===== src/rtl/uframe_irq_pkg.sv =====
package uframe_irq_pkg;

   // Doorbell handshake states
   typedef enum logic [1:0] {
      BELL_IDLE   = 2'd0,
      BELL_ARMED  = 2'd1,
      BELL_RETIRE = 2'd2
   } bell_state_e;

endpackage


===== src/rtl/uframe_thr_decode.sv =====
// Folds a raw threshold code onto a power-of-two interval and gives the
// terminal count of the tick counter for that interval.
module uframe_thr_decode #(
   parameter int THR_W   = 8,
   parameter int MAX_LOG = 6,
   parameter int CNT_W   = MAX_LOG
) (
   input  logic [THR_W-1:0] thr,
   output logic             immediate,
   output logic [CNT_W-1:0] wrap_at
);
   localparam int LOG_W = $clog2(MAX_LOG + 1);

   logic [MAX_LOG:0] folded;
   logic [LOG_W-1:0] sel;

   genvar gi;
   generate
      for (gi = 0; gi < MAX_LOG; gi++) begin : g_low
         assign folded[gi] = thr[gi];
      end
      if (THR_W == MAX_LOG + 1) begin : g_exact
         assign folded[MAX_LOG] = thr[MAX_LOG];
      end else begin : g_clamp
         assign folded[MAX_LOG] = |thr[THR_W-1:MAX_LOG];
      end
   endgenerate

   always_comb begin
      sel = '0;
      for (int i = 0; i <= MAX_LOG; i++) begin
         if (folded[i]) sel = LOG_W'(i);
      end
   end

   always_comb begin
      for (int j = 0; j < CNT_W; j++) begin
         wrap_at[j] = (j < int'(sel));
      end
   end

   assign immediate = ~|thr;

endmodule


===== src/rtl/uframe_interval_timer.sv =====
// Counts microframe ticks and flags the boundary where held interrupts
// may be released.
module uframe_interval_timer #(
   parameter int CNT_W = 6
) (
   input  logic             clk,
   input  logic             rst_n,
   input  logic             restart,
   input  logic             tick,
   input  logic             immediate,
   input  logic [CNT_W-1:0] wrap_at,
   output logic             boundary
);
   logic [CNT_W-1:0] cnt_q;
   logic             at_wrap;

   assign at_wrap  = (cnt_q == wrap_at);
   assign boundary = immediate | (tick & ~restart & at_wrap);

   always_ff @(posedge clk or negedge rst_n) begin
      if (!rst_n) begin
         cnt_q <= '0;
      end else if (restart) begin
         cnt_q <= '0;
      end else if (tick && !immediate) begin
         cnt_q <= at_wrap ? '0 : cnt_q + 1'b1;
      end
   end

endmodule


===== src/rtl/uframe_doorbell.sv =====
// Async-advance doorbell: armed by software, retired after the status bit
// has been set by an eviction strobe.
module uframe_doorbell
   import uframe_irq_pkg::*;
(
   input  logic clk,
   input  logic rst_n,
   input  logic ring,
   input  logic evict_done,
   output logic aa_set,
   output logic bell
);
   bell_state_e state_q, state_d;

   assign aa_set = (state_q == BELL_ARMED) & evict_done;
   assign bell   = (state_q != BELL_IDLE);

   always_comb begin
      state_d = state_q;
      case (state_q)
         BELL_IDLE:   if (ring) state_d = BELL_ARMED;
         BELL_ARMED:  if (evict_done) state_d = BELL_RETIRE;
         BELL_RETIRE: state_d = ring ? BELL_ARMED : BELL_IDLE;
         default:     state_d = BELL_IDLE;
      endcase
   end

   always_ff @(posedge clk or negedge rst_n) begin
      if (!rst_n) state_q <= BELL_IDLE;
      else        state_q <= state_d;
   end

endmodule


===== src/rtl/uframe_status_bank.sv =====
// Sticky status bits, set by hardware, cleared by writing 1.
module uframe_status_bank #(
   parameter int W = 5
) (
   input  logic         clk,
   input  logic         rst_n,
   input  logic [W-1:0] set,
   input  logic         clr_wr,
   input  logic [W-1:0] clr_mask,
   output logic [W-1:0] sts
);
   genvar gb;
   generate
      for (gb = 0; gb < W; gb++) begin : g_bit
         logic bit_q;
         always_ff @(posedge clk or negedge rst_n) begin
            if (!rst_n)                       bit_q <= 1'b0;
            else if (set[gb])                 bit_q <= 1'b1;
            else if (clr_wr && clr_mask[gb])  bit_q <= 1'b0;
         end
         assign sts[gb] = bit_q;
      end
   endgenerate

endmodule


===== src/rtl/uframe_irq_moderator.sv =====
module uframe_irq_moderator #(
   parameter  int NUM_EVT = 4,
   parameter  int THR_W   = 8,
   parameter  int MAX_LOG = 6,
   localparam int STS_W   = NUM_EVT + 1
) (
   input  logic               clk,
   input  logic               rst_n,
   input  logic               cfg_wr,
   input  logic [THR_W-1:0]   cfg_thr,
   input  logic               cfg_bell,
   input  logic               sts_clr_wr,
   input  logic [STS_W-1:0]   sts_clr_mask,
   input  logic               uf_tick,
   input  logic [NUM_EVT-1:0] evt_pulse,
   input  logic [STS_W-1:0]   irq_en,
   input  logic               evict_done,
   output logic [STS_W-1:0]   sts,
   output logic               bell,
   output logic               irq
);
   localparam int CNT_W = MAX_LOG;

   generate
      if (NUM_EVT < 1) begin : g_bad_evt
         $error("NUM_EVT must be at least 1");
      end
      if (MAX_LOG < 1 || THR_W < MAX_LOG + 1) begin : g_bad_thr
         $error("THR_W must cover MAX_LOG and MAX_LOG must be at least 1");
      end
   endgenerate

   logic [THR_W-1:0] thr_q;
   logic             immediate;
   logic [CNT_W-1:0] wrap_at;
   logic             bnd;
   logic             aa_set;
   logic [STS_W-1:0] set_vec;
   logic             pend_any;
   logic             irq_q;

   always_ff @(posedge clk or negedge rst_n) begin
      if (!rst_n)      thr_q <= '0;
      else if (cfg_wr) thr_q <= cfg_thr;
   end

   uframe_thr_decode #(
      .THR_W(THR_W), .MAX_LOG(MAX_LOG), .CNT_W(CNT_W)
   ) u_dec (
      .thr(thr_q), .immediate(immediate), .wrap_at(wrap_at)
   );

   uframe_interval_timer #(.CNT_W(CNT_W)) u_tmr (
      .clk(clk), .rst_n(rst_n), .restart(cfg_wr), .tick(uf_tick),
      .immediate(immediate), .wrap_at(wrap_at), .boundary(bnd)
   );

   uframe_doorbell u_bell (
      .clk(clk), .rst_n(rst_n), .ring(cfg_wr & cfg_bell),
      .evict_done(evict_done), .aa_set(aa_set), .bell(bell)
   );

   assign set_vec = {aa_set, evt_pulse};

   uframe_status_bank #(.W(STS_W)) u_sts (
      .clk(clk), .rst_n(rst_n), .set(set_vec), .clr_wr(sts_clr_wr),
      .clr_mask(sts_clr_mask), .sts(sts)
   );

   // Line rises at a boundary, holds while anything enabled is pending.
   assign pend_any = |(sts & irq_en);

   always_ff @(posedge clk or negedge rst_n) begin
      if (!rst_n) irq_q <= 1'b0;
      else        irq_q <= pend_any & (irq_q | bnd);
   end

   assign irq = irq_q;

endmodule


===== config.mk =====
export PLATFORM = sky130hd
export DESIGN_NAME = uframe_irq_moderator
export DESIGN_NICKNAME = d
export VERILOG_FILES = /design/src/rtl/uframe_irq_pkg.sv /design/src/rtl/uframe_thr_decode.sv /design/src/rtl/uframe_interval_timer.sv /design/src/rtl/uframe_doorbell.sv /design/src/rtl/uframe_status_bank.sv /design/src/rtl/uframe_irq_moderator.sv
export SDC_FILE = /design/constraint.sdc
export NUM_CORES = 1
export LEC_CHECK = 0
export BUFFER_PORTS_ARGS = -buffer_cell sky130_fd_sc_hd__buf_2
export CELL_PAD_IN_SITES_DETAIL_PLACEMENT = 0
export CELL_PAD_IN_SITES_GLOBAL_PLACEMENT = 2
export CORE_MARGIN = 2
export CORE_UTILIZATION = 31
export CTS_BUF_LIST = sky130_fd_sc_hd__clkbuf_16
export DETAILED_ROUTE_END_ITERATION = 7
export GPL_ROUTABILITY_DRIVEN = 1
export PLACE_DENSITY_LB_ADDON = 0.15
export SYNTH_ARGS = -nofsm -noshare
export SYNTH_HDL_FRONTEND = slang
export SYNTH_SLANG_ARGS = --single-unit

===== constraint.sdc =====
create_clock -name clk -period 2.2 [get_ports clk]
set_input_delay 0.11 -clock clk [delete_from_list [all_inputs] [get_ports clk]]
set_output_delay 0.11 -clock clk [all_outputs]
set_load 0.01 [all_outputs]

==> flow_summary.ini <==
[setup_path]
critPathKind = flip-flop to flip-flop
worstPathCellList = or4_4 > o41ai_4 > buf_4 > nor3b_1 > o22ai_1 > a21oi_1
cpPeakStageDelay_ps = 560
arrival_ps = 1950
end_kind = flip-flop
worstRegToRegCells = 6
cp_slowest_cell = or4_4
critPathMaxFanout = 11
required_ps = 2320
startpoint_type = flip-flop

[synthesis]
yosys-top-cells-count = dfrtp_1, nand2_1, mux2_2
yosysTopAreaCell = dfrtp_1
synth_top_area_share_pct = 46.07
async_flop_share_pct = 100.0
synth_most_common_cell = dfrtp_1
ys_seq_elements = 22
yosys-top-cells-area = dfrtp_1, mux2_2, buf_4
synth-seq-area-share_pct = 46.07
synthFlopType = dfrtp_1
avgSynthCellArea_um2 = 10.86
synth_cells = 110
synthDistinctLibCells = 40
synth_nets = 140
ys_warn_count = 0
synthesis.area_um2 = 1195
synth_edf_count = 0

[worst_hold_path]
whs_path_depth = 2
hp-class = primary input to flip-flop

[power]
p_leak_nw = 0.6598
peakVddDrop_v = 0.0003100
p_seq_share_pct = 47.0
sw_frac_of_total_pct = 24.24
powerDensity_nw_per_um2 = 680.1
internal_power_uw = 756.8
clkPwrFrac_pct = 37.5
power.switching_uw = 242.2
pwr-share-comb_pct = 15.6

[placement]
globalplace.congestion = 0.6800
io_buffers = 35
dp.cells = 186
hpwl_mm = 1.929

[sta]
fmax_mhz = 545.7
finalSetupViolCount = 0
setup_tns_ps = 0
tightestPinTransition_ps = 496.4
relSlewSlack_pct = 66.91
grt_setup_unrepaired = false
fin_crit_sh_pct = 83.30
post-route-min-period_ps = 1833
drv_slew = 0
finClkSkew_ps = 2.123
hold_viol_final = 0

[clock_tree]
cts.sink_count = 22
cts_tree = built
clk_pin_slew_ps = 60
numCtsBuffers = 3
clockBufferDepth = 2
cts_resized = 0
clock-root-buffer = clkbuf_16
cts_max_level = 1
postCtsHoldBufs = 1
post_cts_buffers = 0
clk-insertion-delay-late_ps = 250

[routing]
totalWireLength_mm = 2.475
drt_iter0_drc = 50
wl_per_cell_um = 13.03
ant_nets = 0
drc = 0
num_vias = 947
first_pass_iters = 4
avgViaCountPerCell = 4.984

[final_layout]
drive_gt1_share_pct = 44.37
num_antenna_cells = 0
nets = 174
final_cells = 190
area_delta_synth_final_pct = 22.93
fillCellCount = 396

[run_status]
outcome = complete, no violations

[die]
die_h_um = 66.09
coreArea_um2 = 3689
die_area_um2 = 4367
rows = 22
ios = 36
start_util_pct = 32.39
die_w_um = 66.09

[global_route]
grt_max_degree = 23
grt_pass1_vias = 967
grt-ovfl-total = 0
grtUsageTotal_pct = 13.02
grt_antenna_before_repair = 0
grt_pass1_wl_mm = 4.381

[flow_run]
cap_violations = 0
through the flow:
stage	cell area, µm²	hold WS, ps	util, %	power [mW]	worst slack (ps)
detailed placement	1384	111.6	37.52	0.6347	357.7
global route	1469	41.86	39.82	1.053	217.8
CTS	1469	29.95	39.82	1.017	350.5
floorplan	1195	-185.6	-	0.5757	522.5
global placement	1384	113.7	37.52	0.6315	388.8
finish	1469	32.25	39.82	0.9990	367.3
cells in the final DEF (no fill, tap or decap), types with 3 or more instances in the layout:
| master | count |
|---|---|
| buf_2 | 35 |
| a21oi_1 | 5 |
| nor2b_1 | 4 |
| nor3_1 | 3 |
| nor2_1 | 3 |
| o211ai_1 | 3 |
| dfrtp_1 | 22 |
| clkbuf_16 | 3 |
| nand2_1 | 12 |
| o21ai_0 | 3 |
| buf_4 | 3 |
| mux2_2 | 8 |
| a21o_1 | 5 |
critical path: cells and delay by family, from the launching register on:
family,cells,cell delay (ps)
buf+inv,1,230
flops,1,420
simple gates,2,630
compound gates,3,420
final timing paths:
kind | start | endpoint | slack (ps)
worst max-delay path | thr_q[2]$_DFFE_PN0P_ | u_tmr.cnt_q[2]$_DFFE_PN0P_ | 370
worst min register to register | u_bell.state_q[0]$_DFFE_PN0P_ | u_bell.state_q[0]$_DFFE_PN0P_ | 470
worst min-delay path | evt_pulse[0] | u_sts.g_bit[0].bit_q$_DFFE_PN0P_ | 30
worst max register to register | thr_q[2]$_DFFE_PN0P_ | u_tmr.cnt_q[2]$_DFFE_PN0P_ | 370
max in group asynchronous | rst_n | u_tmr.cnt_q[1]$_DFFE_PN0P_ | 1500
min in group asynchronous | rst_n | u_sts.g_bit[1].bit_q$_DFFE_PN0P_ | 360
layout make-up:
type,count,area (µm²),share of cell area [%]
Timing Repair Buffer,39,207.7,14.14
Tap cell,48,60.06,4.089
Clock buffer,3,75.07,5.111
Sequential cell,22,550.5,37.48
Multi-Input combinational cell,76,568.0,38.67
Inverter,2,7.507,0.5111
kinds of logic (layout without fill, tap and decap cells):
| logic type | Yosys count | after routing | share of synthesized area, % |
|---|---|---|---|
| compound gates | 32 | 32 | 22.20 |
| flops | 22 | 22 | 46.07 |
| simple gates | 35 | 35 | 16.75 |
| buf+inv | 12 | 44 | 6.386 |
| mux | 8 | 8 | 7.540 |
| fa+ha+maj | 1 | 1 | 1.047 |
registers in the layout, indices dropped and copies added (netlist names):
register / count
irq: 1
u_sts.g_bit.bit_q: 5
u_bell.state_q: 2
thr_q: 8
u_tmr.cnt_q: 6
power groups by stage:
stage          logic (mW)  clock network (mW)  registers [mW]
2_1_floorplan       0.105                   0           0.471
3_3_place_gp        0.156                   0           0.476
3_5_place_dp        0.157                   0           0.477
4_1_cts             0.160               0.388           0.470
5_1_grt             0.174               0.405           0.475
6_report            0.155               0.374           0.469
routing by layer:
layer | track usage (%) | up-vias | wire, µm
li1 | - | 468 | -
met1 | 16.35 | 456 | 1171
met2 | 22.25 | 21 | 1160
met3 | 3.918 | 2 | 125
met4 | 2.296 | 0 | 17
met5 | 0 | - | 0
(Power assumes the default switching activity.)
